### src/rtl/qstore_pkg.sv
package qstore_pkg;
    typedef enum logic [1:0] {
        QS_PLAIN  = 2'd0,
        QS_MASK   = 2'd1,
        QS_INVLSB = 2'd2,
        QS_COUNT  = 2'd3
    } qs_mode_e;
endpackage

### src/rtl/qstore_be_gen.sv
// Byte-enable generation, lane i = address offset i (big-endian value).
module qstore_be_gen
    import qstore_pkg::*;
#(
    parameter int LANES = 8
) (
    input  qs_mode_e               mode_i,
    input  logic [LANES*8-1:0]     sel_i,
    output logic [LANES-1:0]       be_o
);
    localparam int SELW = LANES * 8;

    logic [LANES-1:0] be_mask;
    logic [LANES-1:0] be_inv;
    logic [LANES-1:0] be_cnt;
    logic             cnt_all;

    assign cnt_all = (sel_i >= SELW'(LANES));

    for (genvar g = 0; g < LANES; g++) begin : g_lane
        // highest selector bit maps to lowest address lane
        assign be_mask[g] = sel_i[LANES-1-g];
        // complement of bit 0 of the matching selector byte
        assign be_inv[g]  = ~sel_i[8*(LANES-1-g)];
        // leading-byte count, saturating at LANES
        assign be_cnt[g]  = cnt_all | (SELW'(g) < sel_i);
    end

    always_comb begin
        unique case (mode_i)
            QS_PLAIN:  be_o = {LANES{1'b1}};
            QS_MASK:   be_o = be_mask;
            QS_INVLSB: be_o = be_inv;
            QS_COUNT:  be_o = be_cnt;
            default:   be_o = '0;
        endcase
    end
endmodule

### src/rtl/qstore_lane_order.sv
// Reverses byte order so the value's MSB lands at the lowest address lane.
module qstore_lane_order #(
    parameter int LANES = 8
) (
    input  logic [LANES*8-1:0] value_i,
    output logic [LANES*8-1:0] lanes_o
);
    for (genvar g = 0; g < LANES; g++) begin : g_swap
        assign lanes_o[8*g +: 8] = value_i[8*(LANES-1-g) +: 8];
    end
endmodule

### src/rtl/qstore_issue.sv
// Single-beat write issue: capture, hold until ack, pulse done.
module qstore_issue #(
    parameter int AW    = 32,
    parameter int LANES = 8
) (
    input  logic                clk,
    input  logic                rst_n,
    input  logic                start_i,
    input  logic [AW-1:0]       addr_i,
    input  logic [LANES*8-1:0]  wdata_i,
    input  logic [LANES-1:0]    be_i,
    input  logic                mem_ack_i,
    output logic                ready_o,
    output logic                mem_req_o,
    output logic [AW-1:0]       mem_addr_o,
    output logic [LANES*8-1:0]  mem_wdata_o,
    output logic [LANES-1:0]    mem_be_o,
    output logic                done_o
);
    typedef struct packed {
        logic               busy;
        logic               done;
        logic [AW-1:0]      addr;
        logic [LANES*8-1:0] wdata;
        logic [LANES-1:0]   be;
    } issue_t;

    issue_t st_d, st_q;

    always_comb begin
        st_d      = st_q;
        st_d.done = 1'b0;
        if (st_q.busy) begin
            if (mem_ack_i) begin
                st_d.busy = 1'b0;
                st_d.done = 1'b1;
            end
        end else if (start_i) begin
            st_d.busy  = 1'b1;
            st_d.addr  = addr_i;
            st_d.wdata = wdata_i;
            st_d.be    = be_i;
        end
    end

    always_ff @(posedge clk) begin
        if (!rst_n) begin
            st_q <= '0;
        end else begin
            st_q <= st_d;
        end
    end

    assign ready_o     = ~st_q.busy;
    assign mem_req_o   = st_q.busy;
    assign mem_addr_o  = st_q.addr;
    assign mem_wdata_o = st_q.wdata;
    assign mem_be_o    = st_q.be;
    assign done_o      = st_q.done;
endmodule

### src/rtl/qstore_unit.sv
module qstore_unit
    import qstore_pkg::*;
#(
    parameter int AW    = 32,
    parameter int LANES = 8
) (
    input  logic                clk,
    input  logic                rst_n,
    input  logic                req_valid_i,
    output logic                req_ready_o,
    input  logic [1:0]          req_mode_i,
    input  logic [AW-1:0]       req_addr_i,
    input  logic [LANES*8-1:0]  req_data_i,
    input  logic [LANES*8-1:0]  req_sel_i,
    output logic                mem_req_o,
    output logic [AW-1:0]       mem_addr_o,
    output logic [LANES*8-1:0]  mem_wdata_o,
    output logic [LANES-1:0]    mem_be_o,
    input  logic                mem_ack_i,
    output logic                done_o
);
    logic [LANES-1:0]   be_w;
    logic [LANES*8-1:0] lanes_w;
    logic               ready_w;

    qstore_be_gen #(.LANES(LANES)) u_be_gen (
        .mode_i (qs_mode_e'(req_mode_i)),
        .sel_i  (req_sel_i),
        .be_o   (be_w)
    );

    qstore_lane_order #(.LANES(LANES)) u_lane_order (
        .value_i (req_data_i),
        .lanes_o (lanes_w)
    );

    qstore_issue #(.AW(AW), .LANES(LANES)) u_issue (
        .clk         (clk),
        .rst_n       (rst_n),
        .start_i     (req_valid_i & ready_w),
        .addr_i      (req_addr_i),
        .wdata_i     (lanes_w),
        .be_i        (be_w),
        .mem_ack_i   (mem_ack_i),
        .ready_o     (ready_w),
        .mem_req_o   (mem_req_o),
        .mem_addr_o  (mem_addr_o),
        .mem_wdata_o (mem_wdata_o),
        .mem_be_o    (mem_be_o),
        .done_o      (done_o)
    );

    assign req_ready_o = ready_w;
endmodule

### config.mk
export PLATFORM = sky130hd
export DESIGN_NAME = qstore_unit
export DESIGN_NICKNAME = d
export VERILOG_FILES = /design/src/rtl/qstore_pkg.sv /design/src/rtl/qstore_be_gen.sv /design/src/rtl/qstore_lane_order.sv /design/src/rtl/qstore_issue.sv /design/src/rtl/qstore_unit.sv
export SDC_FILE = /design/constraint.sdc
export NUM_CORES = 1
export LEC_CHECK = 0
export CAP_MARGIN = 20
export CELL_PAD_IN_SITES_DETAIL_PLACEMENT = 1
export CELL_PAD_IN_SITES_GLOBAL_PLACEMENT = 1
export CORE_ASPECT_RATIO = 2
export CORE_MARGIN = 3
export CORE_UTILIZATION = 27
export DETAILED_ROUTE_END_ITERATION = 16
export GPL_ROUTABILITY_DRIVEN = 0
export PLACE_DENSITY = 0.9
export SYNTH_ARGS = -nofsm -noshare
export SYNTH_HDL_FRONTEND = slang
export SYNTH_SLANG_ARGS = --single-unit
### constraint.sdc
create_clock -name clk -period 3.9 [get_ports clk]
set_input_delay 0.78 -clock clk [delete_from_list [all_inputs] [get_ports clk]]
set_output_delay 0.78 -clock clk [all_outputs]
set_load 0.05 [all_outputs]
# Word level (Yosys, flattened, before mapping)
# Cells that the tools add are included.
word_totals:
  register_bits: 106
  elab_cells: 42
  input_bits: 166
  out_inout_bits: 107
classes:
  mux: 4
  magnitude_cmp: 9
  reduce_logical: 3
  bitwise: 18
  eq_ne: 3
ops:
  columns: ["operator", "count"]
  rows:
  - ["less-than comparator 3 x 64 -> 1 bit, first input constant", 4]
  - ["less-than comparator 1 x 64 -> 1 bit, first input constant", 2]
  - ["less-than comparator 2 x 64 -> 1 bit, first input constant", 2]
  - [">= comparator 64 x 4 -> 1 bit, second input constant", 1]
  - ["case mux 8 bit (4 select lines)", 1]
  - ["inverter 1 bit", 9]
  - ["bitwise OR 1 bit", 8]
  - ["equality test 2 bit, second input constant", 2]
  - ["AND reduction 2 bit", 2]
  - ["equality test 2 x 1 -> 1 bit, second input constant", 1]
  - ["logical NOT 2 bit", 1]
  - ["2-to-1 mux 1 bit", 2]
  - ["2-to-1 mux 2 bit", 1]
  - ["bitwise AND 1 bit", 1]

# Logic depth before layout (Yosys ltp)
logic_depth:
  ltp_word: 4
  mapped_depth: 7
  ltp_nobuf: 5

# By module
# From an unflattened synthesis, not the netlist that was laid out.
hier_totals:
  cells_unflattened: 577
  area_unflattened_um2: 5048.6
modules_own_cells:
  columns: ["module", "seq_area_each_um2", "cells_each", "area_each_um2", "n_inst"]
  rows:
  - ["qstore_issue", 2122.0, 458, 4215.3, 1]
  - ["qstore_lane_order", 0.0, 64, 480.5, 1]
  - ["qstore_be_gen", 0.0, 54, 346.6, 1]
  - ["qstore_unit", 0.0, 1, 6.3, 1]

# Least setup slack after synthesis
# No wires, ideal clock.
synth_path:
  kind: "input to register"
  startpoint: "input port req_sel_i[32]"
  endpoint: "register u_issue.st_q, in the netlist u_issue.mem_be_o[1]"
  cell_stages: 5
  setup_ns: 0.122
  arrival_ns: 2.086
  path_buffers: 0
  required_ns: 3.778
  slack_ns: 1.692
  cell_sequence: "nor4_1 -> nand4_1 -> or4_4 -> o32ai_4 -> a21oi_2"
synth_between:
  elab_chain_cells: 3
  word_cells_on_any_way: 4
  cone_classes: "2 x order compare; 1 x mux; 1 x bitwise"
synth_rtl:
  columns: ["element", "line_no", "source"]
  rows:
  - ["start: declaration", "qstore_unit.sv:14", "input logic [LANES*8-1:0] req_sel_i,"]
  - [">= comparator 64 x 4 -> 1 bit / less-than comparator 1 x 64 -> 1 bit (equally long branches)", "qstore_be_gen.sv:18, qstore_be_gen.sv:26", null]
  - ["bitwise OR 1 bit *", "qstore_be_gen.sv:26", "assign be_cnt[g] = cnt_all | (SELW'(g) < sel_i);"]
  - ["case mux 8 bit (4 select lines) *", "qstore_be_gen.sv:30", "unique case (mode_i)"]
  - ["end signal: assignment", "qstore_issue.sv:50", "st_q <= st_d;"]
  - ["end: declaration", "qstore_issue.sv:28", "issue_t st_d, st_q;"]
# Every way passes the cells marked *; elsewhere a longest branch is shown, timed or not.
# A chain may end at the register's enable or synchronous reset.

# Worst setup path after layout
layout_path:
  startpoint: "input port req_sel_i[32]"
  endpoint: "register u_issue.st_q, in the netlist u_issue.mem_be_o[2]"
layout_between:
  elab_chain_cells: 3
  word_cells_on_any_way: 4
  cone_classes: "2 x order compare; 1 x mux; 1 x bitwise"
layout_rtl:
  columns: ["element", "line_no"]
  rows:
  - [">= comparator 64 x 4 -> 1 bit / less-than comparator 2 x 64 -> 1 bit (equally long branches)", "qstore_be_gen.sv:18, qstore_be_gen.sv:26"]
  - ["bitwise OR 1 bit *", "qstore_be_gen.sv:26"]
  - ["case mux 8 bit (4 select lines) *", "qstore_be_gen.sv:30"]
# Marks and branches as above.

==> impl_metrics.env <==
export IMPL_status="complete, no violations"
export IMPL_setup_viol=0
export IMPL_crit_slowest_cell="or4_4"
export IMPL_grt_usage=0.191
export IMPL_synth_seq_area_share=0.503
export IMPL_antenna_diode_count=0
export IMPL_antenna_found_initial=1
export IMPL_hpwl_um=13100
export IMPL_fin_ws_ns=1.42
export IMPL_relSlewSlack=0.551
export IMPL_min_period_over_period=0.635
export IMPL_cts_setup_buffers=0
export IMPL_vias=4442
export IMPL_drt_pass1_iter_count=4
export IMPL_synth_cell_area_um2=4220
export IMPL_cts_root_buffer="clkbuf_16"
export IMPL_drt_iter0_drc=82
export IMPL_endpoint="u_issue.mem_be_o[2]$_SDFFE_PN0P_"
export IMPL_path_clk_slew_ns=0.08
export IMPL_yosys_warnings=0
export IMPL_finClkSkew_ns=0.0117
export IMPL_slew_violations=0
export IMPL_antenna_left=0
export IMPL_worst_pin_slew_ns=0.672
export IMPL_start_util=0.276
export IMPL_ys_flop_type="dfxtp_1"
export IMPL_cp_start_kind="primary input"
export IMPL_wl_per_cell_um=17.1
export IMPL_clock_latency_ns=0.35
export IMPL_cts_resized_gates=0
export IMPL_drcViolationCount=0
export IMPL_worstPathMaxFanout=5
export IMPL_syn_nets=682
export IMPL_postCtsHoldBufs=0
export IMPL_nets=934
export IMPL_pre_cts_ws_ns=1.07
export IMPL_cts_buffers=9
export IMPL_r2r_cells=4
export IMPL_final_util=0.484
export IMPL_netlist_cell_type_count=31
export IMPL_core_um2=15300
export IMPL_grt_ovfl_total=0
export IMPL_hold_class="reg2reg"
export IMPL_fmax_ghz=0.404
export IMPL_clock_sinks=106
export IMPL_fin_crit_ns=2.48
export IMPL_numPlacedInstances=955
export IMPL_cts_max_level=3
export IMPL_clockBufferDepth=2
export IMPL_rsz0062_at_grt="no"
export IMPL_die_x_um=94.4
export IMPL_power_density_nw_per_um2=376
export IMPL_maxCapViolations=0
export IMPL_rrSetupSlack_ns=2.07
export IMPL_die_y_um=183
export IMPL_hold_violations=0
export IMPL_fin_tns_setup_ns=0
export IMPL_stdcell_area_um2=7410
export IMPL_cts_tree="done"
export IMPL_r2r_end="u_issue.mem_wdata_o[44]$_SDFFE_PN0P_"
export IMPL_boundaryPins=273
export IMPL_wl_um=16600
export IMPL_dieArea_um2=17300
export IMPL_cp_top_family="simple AND/OR/NAND/NOR gates"
export IMPL_crit_required_ns=4.14
export IMPL_synth_cells=516
export IMPL_drive_gt1_frac=0.0389
export IMPL_critPathMaxStageDelay_ns=0.61
export IMPL_synth_edff_count=0
export IMPL_grt_pass1_vias=4759
export IMPL_path_cells="clkdlybuf4s50_1 > nor4_1 > nand4_1 > or4_4 > o311ai_1 > a21oi_1"
export IMPL_end_kind="register"
export IMPL_avgSynthCellArea_um2=8.18
export IMPL_async_flop_share=0
export IMPL_arrival_ns=2.71
export IMPL_placed_area_um2=7140
export IMPL_ir_drop_uv=219
export IMPL_grt_start_max_net_pins=75
export IMPL_reg2reg_from="u_issue.mem_req_o$_SDFF_PN0_"
export IMPL_layout_common_cells="clkdlybuf4s50_1 (271), nand2_1 (202), dfxtp_1 (106)"
export IMPL_synth_seq_cells=106
export IMPL_p_leak_nw=2.67
export IMPL_final_common_cell="clkdlybuf4s50_1"
export IMPL_stdcell_count=970
export IMPL_crit_type="in2reg"
export IMPL_worstPathBufferInverterCount=1
export IMPL_cp_num_cells=6
export IMPL_rows=64
export IMPL_hold_slack_ns=0.463
export IMPL_grt_pass1_wl_um=25300
export IMPL_power_total_mw=2.79
export IMPL_port_buffers=272
export IMPL_startpoint="req_sel_i[32]"
export IMPL_vias_per_cell=4.58
export IMPL_syn_to_final_growth_pct=75.4
[report_power, final]
group          switching [mW]  internal (mW)  leakage [nW]  total (mW)
sequential             0.0349           1.15         0.871        1.19
clock                   0.414          0.435         0.119       0.849
combinational           0.431          0.324          1.68       0.755
[cells in the mapped netlist, drive strengths merged (2+ instances only)]
library cell | instances | area share
buf | 4 | 0.0036
nor2 | 6 | 0.0053
a21oi | 6 | 0.0089
nand4 | 4 | 0.0059
o21ai | 13 | 0.015
nand3 | 3 | 0.0036
nand2b | 2 | 0.0030
clkbuf | 34 | 0.030
o211ai | 4 | 0.0071
a31oi | 3 | 0.0044
nand2 | 202 | 0.18
nor4 | 14 | 0.024
inv | 3 | 0.0027
a21boi | 96 | 0.17
dfxtp | 106 | 0.50
nor2b | 3 | 0.0044
[flip-flops by register name, indices dropped and copies added, names as in the netlist]
register and count:
u_issue.mem_be_o 8, u_issue.mem_addr_o 32, u_issue.done_o 1, u_issue.mem_wdata_o 64
u_issue.mem_req_o 1
[worst min-delay path, stage by stage, from the launching register on]
cell and delay (ns):
dfxtp_1 0.31, nand2_1 0.05, a21boi_0 0.06
[per-layer routing]
metal,GRT usage,part of all wire
met5,0,0.00066
met1,0.193,0.36
met2,0.362,0.56
met3,0.0513,0.056
met4,0.0729,0.029
[logic make-up (layout without fill, tap and decap cells)]
logic type                count (synthesis)  in the layout  share of synthesized area
xor gates and xnor gates                  1              1                    0.00207
DFF                                     106            106                      0.503
AOI/OAI and AO/OA                       128            128                      0.223
muxes                                     1              1                    0.00237
and+or+nand+nor                         239            239                      0.234
buffers and inverters                    41            297                     0.0364
[worst min path at each step]
stage | end | cells past startpoint | startpoint
after detailed placement | u_issue.mem_wdata_o[57]$_SDFFE_PN0P_ | 2 | u_issue.mem_wdata_o[57]$_SDFFE_PN0P_
after CTS | u_issue.mem_wdata_o[22]$_SDFFE_PN0P_ | 2 | u_issue.mem_wdata_o[22]$_SDFFE_PN0P_
after global routing | u_issue.mem_wdata_o[22]$_SDFFE_PN0P_ | 2 | u_issue.mem_wdata_o[22]$_SDFFE_PN0P_
final | u_issue.mem_wdata_o[57]$_SDFFE_PN0P_ | 2 | u_issue.mem_wdata_o[57]$_SDFFE_PN0P_
after global placement | u_issue.mem_wdata_o[24]$_SDFFE_PN0P_ | 2 | u_issue.mem_wdata_o[24]$_SDFFE_PN0P_
after floorplan | u_issue.mem_addr_o[27]$_SDFFE_PN0P_ | 2 | u_issue.mem_addr_o[27]$_SDFFE_PN0P_
[cell type report]
type	instances	area, um^2
sequential	106	2120
timing repair buffer	279	2800
clock inverter	5	41.3
inverter	3	11.3
fill	1759	7890
clock buffer	10	229
tap	198	248
multi-input combinational	369	1960
No activity file was read; power rests on OpenSTA's default activity.
